**config.mk**
```make
export PLATFORM = sky130hd
export DESIGN_NAME = hb_gate_ctrl
export DESIGN_NICKNAME = d
export VERILOG_FILES = /design/src/rtl/hb_pkg.sv /design/src/rtl/hb_sync.sv /design/src/rtl/hb_kill.sv /design/src/rtl/hb_phase.sv /design/src/rtl/hb_gate_ctrl.sv
export SDC_FILE = /design/constraint.sdc
export NUM_CORES = 1
export LEC_CHECK = 0
export ABC_AREA = 1
export BUFFER_PORTS_ARGS = -buffer_cell sky130_fd_sc_hd__buf_2
export CORE_MARGIN = 2
export CORE_UTILIZATION = 59
export CTS_CLUSTER_DIAMETER = 30
export CTS_CLUSTER_SIZE = 28
export DETAILED_ROUTE_END_ITERATION = 10
export PLACE_DENSITY = 0.81
export SYNTH_ARGS = -nofsm -noshare
export SYNTH_HDL_FRONTEND = slang
export SYNTH_HIERARCHICAL = 1
export SYNTH_SLANG_ARGS = --single-unit
```
**constraint.sdc**
```tcl
create_clock -name clk -period 3.3 [get_ports clk]
set_input_delay 0 -clock clk [delete_from_list [all_inputs] [get_ports clk]]
set_output_delay 0 -clock clk [all_outputs]
set_load 0.01 [all_outputs]
```
**src/rtl/hb_pkg.sv**
```systemverilog
package hb_pkg;

    localparam int HB_NUM_SUPPLY = 2;

    typedef enum logic [1:0] {
        DRV_OFF  = 2'd0,
        DRV_LOW  = 2'd1,
        DRV_HIGH = 2'd2
    } drv_e;

    typedef struct packed {
        logic                     dis_a;
        logic                     dis_b;
        logic                     ilim;
        logic [HB_NUM_SUPPLY-1:0] uv;
    } kill_src_t;

    localparam int KILL_W = $bits(kill_src_t);

    // Both commands high is a request for "both off", as is neither.
    function automatic drv_e hb_decode(input logic top, input logic bot);
        drv_e r;
        case ({top, bot})
            2'b10:   r = DRV_HIGH;
            2'b01:   r = DRV_LOW;
            default: r = DRV_OFF;
        endcase
        return r;
    endfunction

endpackage

```
**src/rtl/hb_sync.sv**
```systemverilog
module hb_sync #(
    parameter int WIDTH  = 1,
    parameter int STAGES = 2
) (
    input  logic             clk,
    input  logic             rst,
    input  logic [WIDTH-1:0] d,
    output logic [WIDTH-1:0] q
);
    logic [WIDTH-1:0] stg [STAGES];

    always_ff @(posedge clk) begin
        if (rst) begin
            for (int i = 0; i < STAGES; i++) stg[i] <= '0;
        end else begin
            stg[0] <= d;
            for (int i = 1; i < STAGES; i++) stg[i] <= stg[i-1];
        end
    end

    assign q = stg[STAGES-1];
endmodule

```
**src/rtl/hb_kill.sv**
```systemverilog
module hb_kill
    import hb_pkg::*;
(
    input  kill_src_t src,
    output logic      kill
);
    // Any source alone is sufficient; no source is reported separately.
    assign kill = src.dis_a | src.dis_b | src.ilim | (|src.uv);
endmodule

```
**src/rtl/hb_phase.sv**
```systemverilog
module hb_phase
    import hb_pkg::*;
#(
    parameter int DEAD_CYC = 4
) (
    input  logic clk,
    input  logic rst,
    input  logic req_top,
    input  logic req_bot,
    input  logic kill,
    output logic gate_hi,
    output logic gate_lo
);
    localparam int CNT_W = $clog2(DEAD_CYC + 2);
    localparam logic [CNT_W-1:0] DEAD_V = CNT_W'(DEAD_CYC);
    localparam logic [CNT_W-1:0] GAP_V  = CNT_W'(DEAD_CYC + 1);

    drv_e             req;
    drv_e             cur_q, cur_d;
    logic [CNT_W-1:0] off_q, off_d;

    assign req = hb_decode(req_top, req_bot);

    always_comb begin
        cur_d = cur_q;
        if (cur_q != DRV_OFF) begin
            if (kill || req != cur_q) cur_d = DRV_OFF;
        end else if (!kill && req != DRV_OFF && off_q >= DEAD_V) begin
            cur_d = req;
        end
    end

    always_comb begin
        if (cur_q != DRV_OFF)   off_d = '0;
        else if (off_q < DEAD_V) off_d = off_q + 1'b1;
        else                     off_d = off_q;
    end

    always_ff @(posedge clk) begin
        if (rst) begin
            cur_q <= DRV_OFF;
            off_q <= '0;
        end else begin
            cur_q <= cur_d;
            off_q <= off_d;
        end
    end

    // Kill masks the gates directly, bypassing the dead-time state.
    assign gate_hi = (cur_q == DRV_HIGH) && !kill;
    assign gate_lo = (cur_q == DRV_LOW)  && !kill;

    // Checker: consecutive cycles with both gates low, saturating.
    logic [CNT_W-1:0] off_run;
    always_ff @(posedge clk) begin
        if (rst)                   off_run <= '0;
        else if (gate_hi || gate_lo) off_run <= '0;
        else if (off_run < GAP_V)  off_run <= off_run + 1'b1;
    end

    a_r2_exclusive: assert property (@(posedge clk) disable iff (rst)
        !(gate_hi && gate_lo));

    a_r6_dead_gap: assert property (@(posedge clk) disable iff (rst)
        $rose(gate_hi || gate_lo) |-> off_run >= GAP_V);

    a_r3_float_req: assert property (@(posedge clk) disable iff (rst)
        (req == DRV_OFF) |=> (!gate_hi && !gate_lo));

    a_r7_kill_drops_state: assert property (@(posedge clk) disable iff (rst)
        kill |=> (cur_q == DRV_OFF));
endmodule

```
**src/rtl/hb_gate_ctrl.sv**
```systemverilog
module hb_gate_ctrl
    import hb_pkg::*;
#(
    parameter int NUM_PHASES  = 2,
    parameter int NUM_SUPPLY  = HB_NUM_SUPPLY,
    parameter int SYNC_STAGES = 2,
    parameter int DEAD_CYC    = 4
) (
    input  logic                  clk,
    input  logic                  rst,
    input  logic [NUM_PHASES-1:0] cmd_top,
    input  logic [NUM_PHASES-1:0] cmd_bot,
    input  logic                  dis_a,
    input  logic                  dis_b,
    input  logic                  ilim_trip,
    input  logic [NUM_SUPPLY-1:0] uv_flag,
    output logic [NUM_PHASES-1:0] gate_hi,
    output logic [NUM_PHASES-1:0] gate_lo
);
    localparam int CMD_W = 2 * NUM_PHASES;

    logic [CMD_W-1:0]  cmd_s;
    logic [KILL_W-1:0] kill_raw, kill_s;
    kill_src_t         src;
    logic              kill;

    assign kill_raw = {dis_a, dis_b, ilim_trip, HB_NUM_SUPPLY'(uv_flag)};

    hb_sync #(.WIDTH(CMD_W), .STAGES(SYNC_STAGES)) u_cmd_sync (
        .clk(clk), .rst(rst), .d({cmd_top, cmd_bot}), .q(cmd_s)
    );

    hb_sync #(.WIDTH(KILL_W), .STAGES(SYNC_STAGES)) u_kill_sync (
        .clk(clk), .rst(rst), .d(kill_raw), .q(kill_s)
    );

    assign src = kill_src_t'(kill_s);

    hb_kill u_kill (.src(src), .kill(kill));

    for (genvar p = 0; p < NUM_PHASES; p++) begin : g_phase
        hb_phase #(.DEAD_CYC(DEAD_CYC)) u_phase (
            .clk     (clk),
            .rst     (rst),
            .req_top (cmd_s[NUM_PHASES + p]),
            .req_bot (cmd_s[p]),
            .kill    (kill),
            .gate_hi (gate_hi[p]),
            .gate_lo (gate_lo[p])
        );
    end

    a_r1_reset_quiet: assert property (@(posedge clk)
        rst |=> (gate_hi == '0 && gate_lo == '0));
endmodule

```
# Word-level counts from Yosys, hierarchy flattened
# Memories as Yosys holds them, arrays and structs flattened.
# Index checks and enable logic that the tools add are counted.
op_classes:
  n_reduce_logical: 22
  mux: 15
  order_cmp: 4
  shift: 0
  mul: 0
  div_mod_pow: 0
  addsub: 2
  eq_ne: 12
  n_bitwise: 7
ops:
  columns: ["operator", "n"]
  rows:
  - ["2-bit two-way mux", 6]
  - ["2-bit nonzero test", 6]
  - ["5-bit two-way mux", 2]
  - ["2-bit by 1-bit equality test with 1-bit output (second input constant)", 4]
  - ["2-bit equality test (second input constant)", 4]
  - ["1-bit logical AND", 8]
  - ["4-bit two-way mux", 2]
  - ["2-bit one-hot mux with 2 select lines", 2]
  - ["1-bit OR", 7]
  - ["3-bit by 1-bit adder with 3-bit output (second input constant)", 2]
  - ["3-bit greater-or-equal comparator (second input constant)", 2]
  - ["3-bit less-than comparator (second input constant)", 2]
  - ["2-bit OR reduction", 3]
  - ["2-bit by 1-bit != test with 1-bit output (second input constant)", 2]
  - ["2-bit != test", 2]
  - ["2-bit AND reduction", 2]
  - ["1-bit two-way mux", 3]
  - ["1-bit logical OR", 2]
  - ["1-bit logical NOT", 1]
totals:
  latch_bits: 0
  ff_bits: 10
  word_cells: 68
  inputBits: 11
  ramBits: 18
  n_memories: 2
  romBits: 0
mem_list:
  columns: ["name", "words", "word_bits", "rd", "rd_ports_with_merged_regs", "wr", "line", "text"]
  rows:
  - ["u_kill_sync.stg", 2, 5, 2, 0, 2, "hb_sync.sv:10", "logic [WIDTH-1:0] stg [STAGES];"]
  - ["u_cmd_sync.stg", 2, 4, 2, 0, 2, "hb_sync.sv:10", null]

# Longest topological paths before layout
# Gate-level depths: netlist of the first run.
logic_depth:
  ltp_word: 8
  ltp_mapped: 12
  mapped_depth_nobuf: 11

# Cells and area by module
# The synthesis of the first run kept the hierarchy.
modules_own_cells:
  columns: ["module", "area_per_inst_um2", "instances", "cells_per_inst", "seq_area_each_um2"]
  rows:
  - ["hb_phase", 310.3, 2, 51, 100.1]
  - ["hb_sync at u_kill_sync", 324.1, 1, 36, 200.2]
  - ["hb_sync at u_cmd_sync", 261.5, 1, 29, 160.2]
  - ["hb_kill", 16.3, 1, 4, 0.0]

# Worst setup path before layout of the first run
# OpenSTA, ideal clock, no wires.
synth_timing:
  path_type: "register -> register"
  from: "memory u_kill_sync/stg[0][6] (netlist name)"
  to: "register g_phase[0].u_phase.cur_q[0]"
  n_path_buf: 1
  stages_incl_launch_ff: 10
  arrival_time_ns: 1.094
  path_slack_ns: 2.094
  required_time_ns: 3.187
  path_cell_list: "dfxtp_1 buf_4 nor2_1 nand3_1 nor2_1 nand2_1 nand2_1 nand2_2 nor2_1 nor2_1"
synth_lines:
  columns: ["element", "line", "text"]
  rows:
  - ["start, declared", "hb_sync.sv:10", null]
  - ["end signal, assigned", "hb_phase.sv:44", "cur_q <= cur_d;"]
  - ["end, declared", "hb_phase.sv:19", "drv_e cur_q, cur_d;"]

==> results.py, run 1 <==
metrics = {
    "finish": {
        "fin_util_pct": 70.3,
        "syn2layout_area_growth_pct": 12.8,
        "fillers": 168,
        "drive_gt1_share_pct": 11.8,
        "final_cells": 214,
        "nets": 205,
        "diodes": 0,
        "final_area_um2": 1380,
    },
    "power": {
        "p_switching_uw": 303,
        "power_frac_comb_pct": 30.0,
        "clkPwrFrac_pct": 23.3,
        "power.leakage_nw": 0.738,
        "powerDensity_nw_per_um2": 675,
        "p_total_uw": 930,
        "switching_share_pct": 32.5,
        "p_int_uw": 628,
        "p_seq_share_pct": 46.7,
        "peakVddDrop_mv": 0.385,
    },
    "timing": {
        "finClkSkew_ns": 0.0162,
        "period_minus_slack_ns": 1.39,
        "fin_setup_tns_ns": 0,
        "hold_ws_ns": 0.0275,
        "rsz0062_at_grt": "no",
        "worst_pin_slew_ns": 0.326,
        "finalSetupViolCount": 0,
        "relSlewSlack_pct": 78.3,
        "period_share_pct": 42.0,
        "hold_viol_final": 0,
        "slew_viol_final": 0,
        "fmax_ghz": 0.721,
        "fin_ws_ns": 1.91,
    },
    "floorplanning": {
        "initial_utilization_pct": 62.3,
        "rows": 16,
        "die_x_um": 49.5,
        "die_y_um": 49.5,
        "fp.dieArea_um2": 2450,
        "ioPinCount": 15,
        "core_um2": 1960,
    },
    "setup_path": {
        "worst-path-buf-inv": 1,
        "start_kind": "flop",
        "crit_path_cell_trace": "nor2_1, nand3_1, nor3_1, buf_2",
        "slowest_stage": "dfxtp_1",
        "crit_required_ns": 3.30,
        "critPathKind": "flop to output port",
        "cp-end-kind": "output port",
        "timing.rr.start": "u_kill_sync/stg[0][6]$_SDFF_PP0_",
        "cp_max_fo": 8,
        "worstSetupStartpoint": "u_kill_sync/stg[0][6]$_SDFF_PP0_",
        "slowest_delay_ns": 0.33,
        "critical_path_depth": 4,
        "reg2regPathDepth": 8,
        "arrival_ns": 1.39,
        "cp_top_family": "simple AND/OR/NAND/NOR gates",
    },
    "clocking": {
        "root_buffer": "clkbuf_4",
        "clk_latency_ns": 0.33,
        "path_clk_slew_ns": 0.15,
        "cts_max_level": 1,
        "post_cts_resized": 0,
        "cts_tree": "built",
        "postCtsSetupRepairBufs": 0,
        "clock_path_buffers": 2,
        "clock_sinks": 28,
        "numCtsBuffers": 3,
    },
    "grt": {
        "grt_pass1_wl_um": 2850,
        "antenna_found_initial": 0,
        "grt-ovfl-total": 0,
        "grt_pass1_vias": 777,
        "grt_max_degree": 21,
        "grt_usage_pct": 14.9,
    },
    "route": {
        "drtIter0Drc": 9,
        "drc": 0,
        "viasPerCell": 4.30,
        "antenna_left": 0,
        "routed_wl_um": 1660,
        "post_drt_wl_per_cell_um": 7.77,
        "drtPass1Iterations": 4,
        "num_vias": 921,
    },
    "logic_synthesis": {
        "synth_cell_type_count": 13,
        "ys_warn_count": 6,
        "synthTopCellsByArea": "dfxtp_1, nor2_1, inv_1",
        "synthCells": 171,
        "syn-cell-area_um2": 1220,
        "synth_top_area_share_pct": 45.9,
        "synth_area_leader_cell": "dfxtp_1",
        "ys_seq_area_share_pct": 45.9,
        "syn_avg_cell_area_um2": 7.15,
        "syn_nets": 188,
        "ys_ff_latch": 28,
    },
    "min_path": {
        "hold_class": "input port to flop",
        "hold_depth": 2,
        "min_from": "rst",
    },
    "place": {
        "place_hpwl_um": 1180,
        "port-buffer-count": 14,
        "gp_congestion": 0.736,
        "dp.cells": 201,
        "placed_cell_area_um2": 1240,
        "place_ws_ns": 2.05,
    },
    "run_status": {
        "status": "completed",
    },
    "run": {
        "max_cap_violations": 0,
    },
}
==> what timing repair did <==
| item | CTS | global route |
|---|---|---|
| hold buffers | 9 | 0 |
| endpoints found under the hold margin | 9 | 0 |
| endpoints found under the setup margin | 0 | 0 |
==> sequential cells by signal, summed over array words and instances (netlist names) <==
register / flops
g_phase.u_phase/off_q: 6
u_cmd_sync/stg: 8
g_phase.u_phase/cur_q: 4
u_kill_sync/stg: 10
==> cell usage in the layout (no fill, tap or decap), types with 3 or more instances in the layout <==
master         instances
buf_2                 14
clkbuf_4               3
nor3_1                 4
dfxtp_1               28
inv_1                 35
nand2_1               32
nor2_1                46
ha_1                   6
dlygate4sd3_1          9
==> Yosys cell counts, drive strengths merged <==
cell type / count
xor2: 2
nand3: 1
ha: 6
nor3: 4
a21oi: 2
buf: 11
inv: 37
nor2: 46
dfxtp: 28
nand2: 34
==> path summary, 6_finish.rpt <==
| kind | slack [ns] | endpoint |
|---|---|---|
| worst max-delay path | 1.91 | gate_hi[1] |
| worst min-delay path | 0.03 | u_kill_sync/stg[0][8]$_SDFF_PP0_ |
| worst max register to register | 2.03 | g_phase[1].u_phase/cur_q[1]$_SDFFE_PP0P_ |
| worst min register to register | 0.39 | u_cmd_sync/stg[0][4]$_SDFF_PP0_ |
==> kinds of logic (layout without fill, tap and decap cells) <==
logic type / count (synthesis) / count (layout) / share of synthesized area, %
compound gates: 2 / 2 / 0.819
buf+inv: 48 / 64 / 18.7
simple gates: 85 / 85 / 27.0
fa+ha+maj: 6 / 6 / 6.14
xor+xnor: 2 / 2 / 1.43
flops: 28 / 28 / 45.9
==> per-layer routing <==
layer | vias to the layer above | GRT usage, % | routed length [um]
li1 | 510 | - | -
met1 | 392 | 17.2 | 774
met2 | 17 | 27.1 | 817
met3 | 2 | 2.73 | 51
met4 | 0 | 5.56 | 19
met5 | - | 0 | 0
==> layout make-up <==
cell class / instances / area (um2) / area share, %
clock buffers: 3 / 22.5 / 1.63
clock inverters: 1 / 30.0 / 2.18
inverters: 37 / 139 / 10.1
multi-input cells: 95 / 433 / 31.4
flip-flops and latches: 28 / 561 / 40.7
well taps: 27 / 33.8 / 2.45
repair buffers: 23 / 160 / 11.6
==> power groups by stage <==
stage	registers, mW	clock network, mW	logic (mW)
2_1_floorplan	0.433	0	0.228
3_3_place_gp	0.439	0	0.257
3_5_place_dp	0.442	0	0.272
4_1_cts	0.435	0.222	0.282
5_1_grt	0.445	0.232	0.327
6_report	0.435	0.217	0.279
Power figures use the tool's default switching activity.
==> run 2: changes to the inputs <==
--- a/config.mk
+++ b/config.mk
@@ -5,14 +5,14 @@
 export SDC_FILE = /design/constraint.sdc
 export NUM_CORES = 1
 export LEC_CHECK = 0
-export ABC_AREA = 1
+export ABC_AREA = 0
 export BUFFER_PORTS_ARGS = -buffer_cell sky130_fd_sc_hd__buf_2
 export CORE_MARGIN = 2
-export CORE_UTILIZATION = 59
+export CORE_UTILIZATION = 49
 export CTS_CLUSTER_DIAMETER = 30
 export CTS_CLUSTER_SIZE = 28
 export DETAILED_ROUTE_END_ITERATION = 10
-export PLACE_DENSITY = 0.81
+export PLACE_DENSITY = 0.72
 export SYNTH_ARGS = -nofsm -noshare
 export SYNTH_HDL_FRONTEND = slang
 export SYNTH_HIERARCHICAL = 1
==> constraint.sdc (replaced) <==
create_clock -name clk -period 1.2 [get_ports clk]
set_input_delay 0 -clock clk [delete_from_list [all_inputs] [get_ports clk]]
set_output_delay 0 -clock clk [all_outputs]
set_load 0.01 [all_outputs]
==> run 2 against run 1 <==
  * The flow now finishes with violations (negative setup slack)
  * Sequential power up 140%
  * Non-clock buffer count up 6
  * Via count down 22%
  * Global-route usage up 0.16 points
  * Die area up 8.0%
  * Design area up 1.7%
  * First-iteration DRC count down 67%
  * Register-to-register slack worse by 2.3 ns
  * Cell count down 27%
  * Sequential share of layout area down 0.33 points
  * Power up 82%
  * Critical path type is now flop to flop
  * Largest cell class unchanged
  * Largest power group unchanged
==> results.py, run 2 <==
metrics = {
    "run_status": {
        "status": "finished with violations",
        "violations": "negative setup slack",
    },
    "run": {
        "max_cap_violations": 0,
    },
    "route": {
        "antenna_left": 0,
        "drtPass1Iterations": 2,
        "drc": 0,
        "num_vias": 721,
        "routed_wl_um": 1750,
        "viasPerCell": 4.62,
        "post_drt_wl_per_cell_um": 11.2,
        "drtIter0Drc": 3,
    },
    "setup_path": {
        "start_kind": "flop",
        "cp-end-kind": "flop",
        "critPathKind": "flop to flop",
        "arrival_ns": 1.69,
        "slowest_delay_ns": 0.47,
        "cp_max_fo": 6,
        "crit_path_cell_trace": "nor3_2, nand2_2, buf_4, or4bb_1, o22ai_1",
        "slowest_stage": "or4bb_1",
        "crit_required_ns": 1.46,
    },
    "clocking": {
        "clk_latency_ns": 0.31,
        "root_buffer": "clkbuf_4",
        "numCtsBuffers": 3,
        "cts_max_level": 1,
        "clock_path_buffers": 2,
        "clock_sinks": 28,
        "cts_tree": "built",
        "path_clk_slew_ns": 0.14,
    },
    "finish": {
        "diodes": 0,
        "drive_gt1_share_pct": 37.5,
        "ff_latch_area_um2": 566,
        "nets": 146,
        "regMostFlops": "u_kill_sync/stg",
        "multiInputGateArea_um2": 546,
        "layout_commonest_cell": "dfxtp_1",
        "fillers": 185,
        "final_cell_mix": "dfxtp_1, nor2b_1, buf_2",
        "top_regs": "u_kill_sync/stg (10), u_cmd_sync/stg (8), g_phase.u_phase/off_q (6)",
        "syn2layout_area_growth_pct": 27.1,
        "largest_reg_flops": 10,
    },
    "timing": {
        "relSlewSlack_pct": 82.3,
        "period_minus_slack_ns": 1.43,
        "worst_pin_slew_ns": 0.265,
        "finalSetupViolCount": 8,
        "fmax_ghz": 0.699,
        "period_share_pct": 119,
        "slew_viol_final": 0,
        "fin_ws_ns": -0.231,
        "hold_ws_ns": 0.0270,
        "rsz0062_at_grt": "yes",
        "finClkSkew_ns": 0.00520,
        "hold_viol_final": 0,
    },
    "grt": {
        "grt_max_degree": 17,
        "antenna_found_initial": 0,
        "grt-ovfl-total": 0,
        "grt_pass1_wl_um": 2950,
        "grt_pass1_vias": 708,
        "grt_usage_pct": 15.1,
    },
    "power": {
        "p_total_mw": 1.69,
        "powerDensity_nw_per_um2": 1210,
        "peakVddDrop_mv": 0.917,
        "power.leakage_nw": 0.585,
    },
    "logic_synthesis": {
        "syn_avg_cell_area_um2": 10.6,
        "synth_edf_count": 0,
        "synth_top_area_share_pct": 50.8,
        "synth-main-ff-cell": "dfxtp_1",
        "synthTopCellsByArea": "dfxtp_1, nor2b_1, ha_1",
        "ys_seq_area_share_pct": 50.8,
        "synthArstFlopShare_pct": 0,
        "synth_most_common_cell": "dfxtp_1",
        "synth_cell_type_count": 18,
        "synth_area_leader_cell": "dfxtp_1",
        "synth_commonest_cells": "dfxtp_1, nor2b_1, buf_4, nor2_1",
        "syn-cell-area_um2": 1100,
        "ys_ff_latch": 28,
        "ys_warn_count": 6,
        "synthCells": 104,
        "syn_nets": 121,
    },
    "min_path": {
        "hold_class": "input port to flop",
    },
    "floorplanning": {
        "rows": 17,
        "fp.dieArea_um2": 2650,
        "core_um2": 2170,
        "ioPinCount": 15,
        "die_y_um": 51.5,
        "die_x_um": 51.5,
        "initial_utilization_pct": 50.9,
    },
    "place": {
        "port-buffer-count": 14,
        "place_hpwl_um": 1130,
        "place_ws_ns": -0.203,
        "gp_congestion": 0.644,
    },
}
## run 2: layer usage
metal | wire length [um] | up-vias | GRT usage, %
met3 | 42 | 2 | 3.51
met5 | 0 | - | 0
met1 | 798 | 324 | 18.7
li1 | - | 387 | -
met2 | 896 | 8 | 25.4
met4 | 12 | 0 | 5.26
## run 2: final cells by class
cell class / instances / share of cell area [%]
flip-flops and latches: 28 / 40.3
multi-input cells: 63 / 38.9
repair buffers: 29 / 14.6
clock buffers: 4 / 2.59
well taps: 28 / 2.50
inverters: 4 / 1.07
## run 2: path summary, 6_finish.rpt
path                               startpoint  slack (ns)                                        to  cells after the start
max          u_kill_sync/stg[0][8]$_SDFF_PP0_       -0.23  g_phase[1].u_phase/cur_q[1]$_SDFFE_PP0P_                      5
min                                       rst        0.03           u_cmd_sync/stg[0][1]$_SDFF_PP0_                      2
max reg2reg  u_kill_sync/stg[0][8]$_SDFF_PP0_       -0.23  g_phase[1].u_phase/cur_q[1]$_SDFFE_PP0P_                      5
min reg2reg  u_kill_sync/stg[0][3]$_SDFF_PP0_        0.46          u_kill_sync/stg[0][8]$_SDFF_PP0_                      1
## run 2: stage by stage
step	cells	utilization (%)	setup TNS, ns	instance area (um2)
after floorplan	104	-	-0.640	1140
after global placement	140	55.5	-0.497	1200
after detailed placement	140	55.5	-0.671	1200
after CTS	156	64.0	-1.78	1390
after global routing	156	64.6	-2.37	1400
final	156	64.6	-1.62	1400
## run 2: cells by family (layout without fill, tap and decap cells)
kind of cell | count (synthesis) | after routing | share of synthesized area [%]
DFF | 28 | 28 | 50.8
muxes | 2 | 2 | 1.81
and+or+nand+nor | 47 | 47 | 27.7
buffers and inverters | 13 | 37 | 7.48
adders and majority gates | 6 | 6 | 6.80
xor gates and xnor gates | 4 | 4 | 3.17
AOI/OAI and AO/OA | 4 | 4 | 2.27
## run 2: critical path: cells and delay by family, from the launching register on
family	cells	cell delay (ns)
flip-flops	1	0.33
AO/OA/AOI/OAI	1	0.11
AND/OR/NAND/NOR	3	0.78
buffers and inverters	1	0.16
## run 2: power by group
| group | switching [mW] | internal [mW] | leakage (nW) |
|---|---|---|---|
| clock network | 0.253 | 0.185 | 0.0210 |
| logic | 0.0916 | 0.127 | 0.332 |
| registers | 0.0380 | 0.996 | 0.232 |
| total | 0.383 | 1.31 | 0.585 |
## run 2: timing repair
item | CTS | global route
endpoints found under the setup margin | 8 | 8
buffers inserted | 3 | 0
hold endpoints to repair | 9 | 0
gates resized for setup | 10 | 3
hold buffers | 9 | 0
pin swaps | 3 | 1
